===== src/rtl/dma_seq_pkg.sv =====
package dma_seq_pkg;
  typedef enum logic [1:0] {
    SC_FETCH = 2'b00,
    SC_EXEC  = 2'b01,
    SC_DMA   = 2'b10,
    SC_INT   = 2'b11
  } sc_t;

  typedef enum logic {
    DIR_IN  = 1'b0,
    DIR_OUT = 1'b1
  } dir_t;
endpackage


===== src/rtl/dma_cycle_sel.sv =====
module dma_cycle_sel
  import dma_seq_pkg::*;
(
  input  sc_t  cur_sc_i,
  input  logic in_req_i,
  input  logic out_req_i,
  input  logic int_req_i,
  input  logic prog_exec_i,
  output sc_t  nxt_sc_o,
  output dir_t nxt_dir_o,
  output logic prog_take_o
);
  logic steal_window;
  logic any_dma;

  assign steal_window = (cur_sc_i == SC_EXEC) || (cur_sc_i == SC_DMA);
  assign any_dma      = in_req_i || out_req_i;

  always_comb begin
    nxt_sc_o    = prog_exec_i ? SC_EXEC : SC_FETCH;
    nxt_dir_o   = DIR_IN;
    prog_take_o = 1'b1;
    if (steal_window && any_dma) begin
      nxt_sc_o    = SC_DMA;
      nxt_dir_o   = in_req_i ? DIR_IN : DIR_OUT;
      prog_take_o = 1'b0;
    end else if (steal_window && int_req_i) begin
      nxt_sc_o    = SC_INT;
      prog_take_o = 1'b0;
    end
  end
endmodule


===== src/rtl/dma_addr_reg.sv =====
module dma_addr_reg #(
  parameter int AW = 16
) (
  input  logic          clk,
  input  logic          rst_n,
  input  logic          step_i,
  input  logic          ld_i,
  input  logic [AW-1:0] ld_val_i,
  output logic [AW-1:0] addr_o
);
  logic [AW-1:0] addr_q, addr_d;
  logic          addr_en;

  assign addr_en = step_i || ld_i;

  always_comb begin
    addr_d = addr_q;
    if (step_i)    addr_d = addr_q + AW'(1);
    else if (ld_i) addr_d = ld_val_i;
  end

  always_ff @(posedge clk or negedge rst_n) begin
    if (!rst_n)       addr_q <= '0;
    else if (addr_en) addr_q <= addr_d;
  end

  assign addr_o = addr_q;


  step_incr_chk: assert property (@(posedge clk) disable iff (!rst_n)
    step_i |=> (addr_o == $past(addr_o) + AW'(1)));


  idle_hold_chk: assert property (@(posedge clk) disable iff (!rst_n)
    (!step_i && !ld_i) |=> $stable(addr_o));
endmodule


===== src/rtl/dma_xfer_path.sv =====
module dma_xfer_path
  import dma_seq_pkg::*;
#(
  parameter int AW = 16,
  parameter int DW = 8
) (
  input  logic          clk,
  input  logic          rst_n,
  input  logic          dma_act_i,
  input  dir_t          dir_i,
  input  logic [AW-1:0] addr_i,
  input  logic [DW-1:0] dev_in_i,
  input  logic [DW-1:0] mem_rdata_i,
  output logic          mem_en_o,
  output logic          mem_we_o,
  output logic [AW-1:0] mem_addr_o,
  output logic [DW-1:0] mem_wdata_o,
  output logic [DW-1:0] dev_out_o,
  output logic          dev_out_vld_o
);
  logic rd_pend_q, rd_pend_d;

  assign mem_en_o    = dma_act_i;
  assign mem_we_o    = dma_act_i && (dir_i == DIR_IN);
  assign mem_addr_o  = addr_i;
  assign mem_wdata_o = dev_in_i;

  assign rd_pend_d = dma_act_i && (dir_i == DIR_OUT);

  always_ff @(posedge clk or negedge rst_n) begin
    if (!rst_n) rd_pend_q <= 1'b0;
    else        rd_pend_q <= rd_pend_d;
  end

  assign dev_out_vld_o = rd_pend_q;
  assign dev_out_o     = mem_rdata_i;


  out_after_read_chk: assert property (@(posedge clk) disable iff (!rst_n)
    (mem_en_o && !mem_we_o) |=> dev_out_vld_o);


  write_needs_en_chk: assert property (@(posedge clk) disable iff (!rst_n)
    mem_we_o |-> mem_en_o);
endmodule


===== src/rtl/dma_steal_seq.sv =====
module dma_steal_seq
  import dma_seq_pkg::*;
#(
  parameter int AW = 16,
  parameter int DW = 8
) (
  input  logic          clk,
  input  logic          rst_n,
  input  logic          prog_exec_i,
  output logic          prog_take_o,
  input  logic          dma_in_req_i,
  input  logic          dma_out_req_i,
  input  logic          int_req_i,
  output logic [1:0]    sc_o,
  input  logic          r0_ld_i,
  input  logic [AW-1:0] r0_ld_val_i,
  output logic [AW-1:0] r0_o,
  input  logic [DW-1:0] dev_in_i,
  output logic [DW-1:0] dev_out_o,
  output logic          dev_out_vld_o,
  output logic          mem_en_o,
  output logic          mem_we_o,
  output logic [AW-1:0] mem_addr_o,
  output logic [DW-1:0] mem_wdata_o,
  input  logic [DW-1:0] mem_rdata_i
);
  logic [1:0] rst_sync_q;
  logic       rst_int_n;

  always_ff @(posedge clk or negedge rst_n) begin
    if (!rst_n) rst_sync_q <= 2'b00;
    else        rst_sync_q <= {rst_sync_q[0], 1'b1};
  end
  assign rst_int_n = rst_sync_q[1];

  sc_t  cur_sc_q, nxt_sc;
  dir_t cur_dir_q, nxt_dir;
  logic dma_act;

  dma_cycle_sel u_sel (
    .cur_sc_i   (cur_sc_q),
    .in_req_i   (dma_in_req_i),
    .out_req_i  (dma_out_req_i),
    .int_req_i  (int_req_i),
    .prog_exec_i(prog_exec_i),
    .nxt_sc_o   (nxt_sc),
    .nxt_dir_o  (nxt_dir),
    .prog_take_o(prog_take_o)
  );

  always_ff @(posedge clk or negedge rst_int_n) begin
    if (!rst_int_n) begin
      cur_sc_q  <= SC_FETCH;
      cur_dir_q <= DIR_IN;
    end else begin
      cur_sc_q  <= nxt_sc;
      cur_dir_q <= nxt_dir;
    end
  end

  assign dma_act = (cur_sc_q == SC_DMA);
  assign sc_o    = cur_sc_q;

  dma_addr_reg #(.AW(AW)) u_r0 (
    .clk     (clk),
    .rst_n   (rst_int_n),
    .step_i  (dma_act),
    .ld_i    (r0_ld_i),
    .ld_val_i(r0_ld_val_i),
    .addr_o  (r0_o)
  );

  dma_xfer_path #(.AW(AW), .DW(DW)) u_xfer (
    .clk          (clk),
    .rst_n        (rst_int_n),
    .dma_act_i    (dma_act),
    .dir_i        (cur_dir_q),
    .addr_i       (r0_o),
    .dev_in_i     (dev_in_i),
    .mem_rdata_i  (mem_rdata_i),
    .mem_en_o     (mem_en_o),
    .mem_we_o     (mem_we_o),
    .mem_addr_o   (mem_addr_o),
    .mem_wdata_o  (mem_wdata_o),
    .dev_out_o    (dev_out_o),
    .dev_out_vld_o(dev_out_vld_o)
  );


  exec_in_steal_chk: assert property (@(posedge clk) disable iff (!rst_int_n)
    (sc_o == 2'b01 && dma_in_req_i) |=> (sc_o == 2'b10 && mem_we_o));


  fetch_no_steal_chk: assert property (@(posedge clk) disable iff (!rst_int_n)
    (sc_o == 2'b00) |=> (sc_o != 2'b10));


  take_is_prog_chk: assert property (@(posedge clk) disable iff (!rst_int_n)
    prog_take_o |=> (sc_o[1] == 1'b0));


  int_defer_chk: assert property (@(posedge clk) disable iff (!rst_int_n)
    (sc_o == 2'b11) |-> !$past(dma_in_req_i || dma_out_req_i));
endmodule


===== config.mk =====
export PLATFORM = sky130hd
export DESIGN_NAME = dma_steal_seq
export DESIGN_NICKNAME = d
export VERILOG_FILES = /design/src/rtl/dma_seq_pkg.sv /design/src/rtl/dma_cycle_sel.sv /design/src/rtl/dma_addr_reg.sv /design/src/rtl/dma_xfer_path.sv /design/src/rtl/dma_steal_seq.sv
export SDC_FILE = /design/constraint.sdc
export NUM_CORES = 1
export LEC_CHECK = 0
export ABC_AREA = 0
export BUFFER_PORTS_ARGS = -buffer_cell sky130_fd_sc_hd__buf_4
export CORE_MARGIN = 4
export CORE_UTILIZATION = 35
export DETAILED_ROUTE_END_ITERATION = 8
export HOLD_SLACK_MARGIN = 0.03
export PLACE_DENSITY_LB_ADDON = 0.12
export SETUP_SLACK_MARGIN = 0.2
export SLEW_MARGIN = 20
export SYNTH_ARGS = -nofsm -noshare
export SYNTH_HDL_FRONTEND = slang
export SYNTH_SLANG_ARGS = --single-unit

===== constraint.sdc =====
create_clock -name clk -period 1.5 [get_ports clk]
set_input_delay 0.075 -clock clk [delete_from_list [all_inputs] [get_ports clk]]
set_output_delay 0.075 -clock clk [all_outputs]
set_load 0.005 [all_outputs]

# Yosys cells after proc, flatten, opt, wreduce, memory -nomap -nowiden
# Index checks and enable logic that the tools add are counted.
# word_totals
reg_bits	22
out_inout_bits	54
wordCells	27
# op_classes
addsub	1
eq_ne	2
muxes	9
bitwise	1
reduce_logical	9
# ops
op	count
16-bit 2-to-1 mux	2
16-bit by 1-bit adder with 16-bit output (second input constant)	1
1-bit 2-to-1 mux	5
1-bit logical AND	4
2-bit 2-to-1 mux	2
1-bit logical OR	3
2-bit by 1-bit equality test with 1-bit output (second input constant)	1
2-bit equality test (second input constant)	1
2-bit AND reduction	1
2-bit nonzero test	1
1-bit NOT	1

# Longest topological paths before layout
# depth
ltp_word	5
ltp_mapped	8
ltp_nobuf	6

# By module
# Synthesis repeated with hierarchy kept, for this count alone.
# hier_totals
hier_cells	160
hier_area_um2	1442.6
# by_module_without_submodules
mod	n_inst	cells_each	area_per_inst_um2
dma_addr_reg	1	110	964.7
dma_xfer_path	1	36	289.0
dma_steal_seq	1	7	142.6
dma_cycle_sel	1	7	46.3

# Worst setup path before layout
# OpenSTA, ideal clock, no wires.
# synth_timing
kind	flip-flop to flip-flop
start	reg u_r0.addr_q[0], in the netlist u_r0.addr_o[0]
end	reg u_r0.addr_q[14], in the netlist u_r0.addr_o[14]
setup_time_ns	0.119
arrival_time_ns	1.487
required_ns	1.381
setup_slack_ns	-0.105
stages_incl_launch_ff	6
path_buffers	0
period_less_slack_ns	1.605
cell_sequence	dfrtp_1 ha_1 nand3_1 or4_4 o22a_1 o21a_1
# synth_between
elab_chain_len	2
# synth_lines
element	line_no	text
start, declared	dma_addr_reg.sv:11	logic [AW-1:0] addr_q, addr_d;
start signal, assigned	dma_addr_reg.sv:24	else if (addr_en) addr_q <= addr_d;
16-bit by 1-bit adder with 16-bit output	dma_addr_reg.sv:18	if (step_i) addr_d = addr_q + AW'(1);
16-bit 2-to-1 mux	dma_addr_reg.sv:18	
# No other way between the ends.
# A chain may end at the register's enable or synchronous reset.

# Worst setup path after layout
# Same ends and word-level chain as after synthesis.

==> impl_metrics.json <==
{
  "outcome": "complete, no violations",
  "vias": 1357,
  "synth_area_leaders": "dfrtp_1 37%, buf_4 16%, a21oi_1 4.1%",
  "critPathLaunchType": "flip-flop",
  "cts_sinks": 22,
  "drc": 0,
  "timing.final.crit_share_pct": 99.42,
  "clock_latency_ps": 260,
  "ys_warn_count": 0,
  "synth-edff-count": 0,
  "die_height_microns": 72.92,
  "synth-seq-area-share_pct": 37.32,
  "num_antenna_cells": 0,
  "dp_slack_ps": -22.95,
  "first_pass_iters": 4,
  "synthDominantCellAreaShare_pct": 37.32,
  "initial_utilization_pct": 36.61,
  "synth_top_area_cell": "dfrtp_1",
  "grt_pass1_vias": 1386,
  "netlist_area_sq_um": 1475,
  "cp.arrival_ps": 1650,
  "worstPathRequired_ps": 1660,
  "rows": 23,
  "power.share.clock_pct": 7.9,
  "place_congestion": 0.8152,
  "p_seq_share_pct": 23.9,
  "hold_violations": 0,
  "power.internal_mw": 2.853,
  "drive_gt1_share_pct": 56.70,
  "synthCells": 167,
  "grt.overflow.total": 0,
  "ant_nets": 0,
  "finalMaxSlewViolations": 0,
  "skew_ps": 1.336,
  "async_flop_share_pct": 100.0,
  "busiest_layer": "met2",
  "htree_levels": 1,
  "gr-usage-all-layers_pct": 15.06,
  "fin_setup_tns_ps": 0,
  "dpl.hpwl_microns": 3032,
  "wl_per_cell_microns": 14.80,
  "met3_usage_pct": 3.581,
  "power_density_nw_per_um2": 2111,
  "p_leak_nw": 0.9688,
  "clockBufferDepth": 2,
  "syn2layout_area_growth_pct": 50.55,
  "finalSetupViolCount": 0,
  "nets": 267,
  "final.min_clock_period_ps": 1491,
  "cts_tree": "done",
  "grt_pass1_wl_microns": 6306,
  "antenna_found_initial": 0,
  "final_util_pct": 55.12,
  "clock-root-buffer": "clkbuf_8",
  "vias_per_cell": 4.953,
  "placement.io_buffers": 60,
  "p_switching_mw": 1.836,
  "die_area_sq_um": 5317,
  "core_sq_um": 4029,
  "path_class": "flip-flop to flip-flop",
  "yosys.cell_types.count": 37,
  "cap_violations": 0,
  "rsz0062_at_grt": "yes",
  "hp-class": "input port to flip-flop",
  "yosys_most_used_dff": "dfrtp_1",
  "grt_max_degree": 28,
  "irDropWorstVdd_mv": 1.032,
  "crit_path_max_fanout": 4,
  "synth_fp_nets": 208,
  "ioPinCount": 93,
  "grtUsageMet1_pct": 17.81,
  "drt_iter0_drc": 70,
  "cts_buffers": 3,
  "drt_wl_total_microns": 4054,
  "ys_top_cells_by_count": "32 x buf_4, 22 x dfrtp_1, 12 x a21oi_1, 12 x nor2_1",
  "clkTransAtPathRegs_ps": 80,
  "end_kind": "flip-flop",
  "synth_seq_cells": 22,
  "netSwitchingFraction_pct": 39.15,
  "die_x_microns": 72.92,
  "max_freq_mhz": 670.6,
  "gr-usage-met2_pct": 25.65,
  "combPwrFrac_pct": 68.2,
  "synth_most_common_cell": "buf_4",
  "final.setup.worst_slack_ps": 8.704,
  "avgSynthCellArea_sq_um": 8.833
}
flip-flops by register name, indices dropped and copies added, names as in the netlist:
signal,count
u_r0.addr_o,16
u_xfer.dev_out_vld_o,1
sc_o,2
cur_dir_q,1
rst_sync_q,2
cell usage in the layout (no fill, tap or decap), types with 2 or more instances in the layout:
master         count
o22a_1             2
buf_6              9
nand2_1            7
nand3_1            4
nand4_1            5
nor2b_1            7
nor3_1             3
clkbuf_8           3
o22ai_1            2
dfrtp_2            3
inv_2              3
a21oi_2            4
inv_1              3
buf_4             81
dlygate4sd3_1      2
a211oi_1           7
xnor2_1            6
nor2_4             2
nor3_2             2
dfrtp_1           19
a21oi_1            8
or4_4              2
ha_4               2
nor2_2             2
nor2_1             8
power by group through the flow:
stage	Clock (mW)	Sequential, mW	Combinational [mW]
floorplan	0	1.23	1.39
finish	0.371	1.12	3.20
global route	0.412	1.15	3.47
CTS	0.382	1.10	2.93
detailed placement	0	1.09	2.63
global placement	0	1.07	2.58
timing repair:
item,CTS,global route
cloned,0,0
pin swaps,7,16
hold buffers,2,0
hold endpoints to repair,3,0
endpoints found under the setup margin,17,17
gates resized for setup,17,22
buffers inserted,4,7
final cells by class:
| cell class | instances | area, sq um |
|---|---|---|
| sequential | 22 | 554.3 |
| fill | 378 | 1808 |
| clock buffer | 3 | 41.29 |
| timing repair buffer | 94 | 753.2 |
| multi-input combinational | 99 | 787.0 |
| inverter | 6 | 22.52 |
| tap | 50 | 62.56 |
path summary, 6_finish.rpt:
check | from | endpoint | slack, ps | cells after the start
max | u_r0.addr_o[0] | u_r0.addr_o[14] | 9 | 5
max in group asynchronous | rst_sync_q[1] | u_r0.addr_o[2] | 750 | 1
min reg2reg | rst_sync_q[1] | sc_o[1] | 190 | 0
min in group asynchronous | rst_n | rst_sync_q[0] | 120 | 2
max reg2reg | u_r0.addr_o[0] | u_r0.addr_o[14] | 9 | 5
min | prog_exec_i | sc_o[0] | 40 | 2
critical path, stage by stage, from the launching register on:
cell and delay [ps]:
dfrtp_1 410, ha_4 190, nand3_4 80, or4_4 440
o22a_1 170, o21a_1 100
routing by layer:
layer	share of wire (%)	wire, microns
met2	49	1967
met3	7.4	298
met1	42	1692
met4	2.4	96
met5	0	0
cells by family (layout without fill, tap and decap cells):
logic type	count (synthesis)	count (layout)	share of synthesized area (%)
adders and majority gates	2	2	1.696
buffers and inverters	46	103	20.02
xor gates and xnor gates	7	7	4.156
and+or+nand+nor	54	54	20.27
AOI/OAI and AO/OA	34	34	15.61
muxes	1	1	0.6786
other	1	1	0.2542
DFF	22	22	37.32
per-stage QoR:
step | instances | instance area [sq um] | power [mW] | hold slack [ps]
2_1_floorplan | 167 | 1535 | 2.625 | -220.6
3_3_place_gp | 258 | 1914 | 3.657 | -143.0
3_5_place_dp | 258 | 1914 | 3.719 | -141.7
4_1_cts | 267 | 2091 | 4.411 | 39.00
5_1_grt | 274 | 2221 | 5.035 | 44.33
6_report | 274 | 2221 | 4.688 | 43.78
No activity file was read; power rests on OpenSTA's default activity.
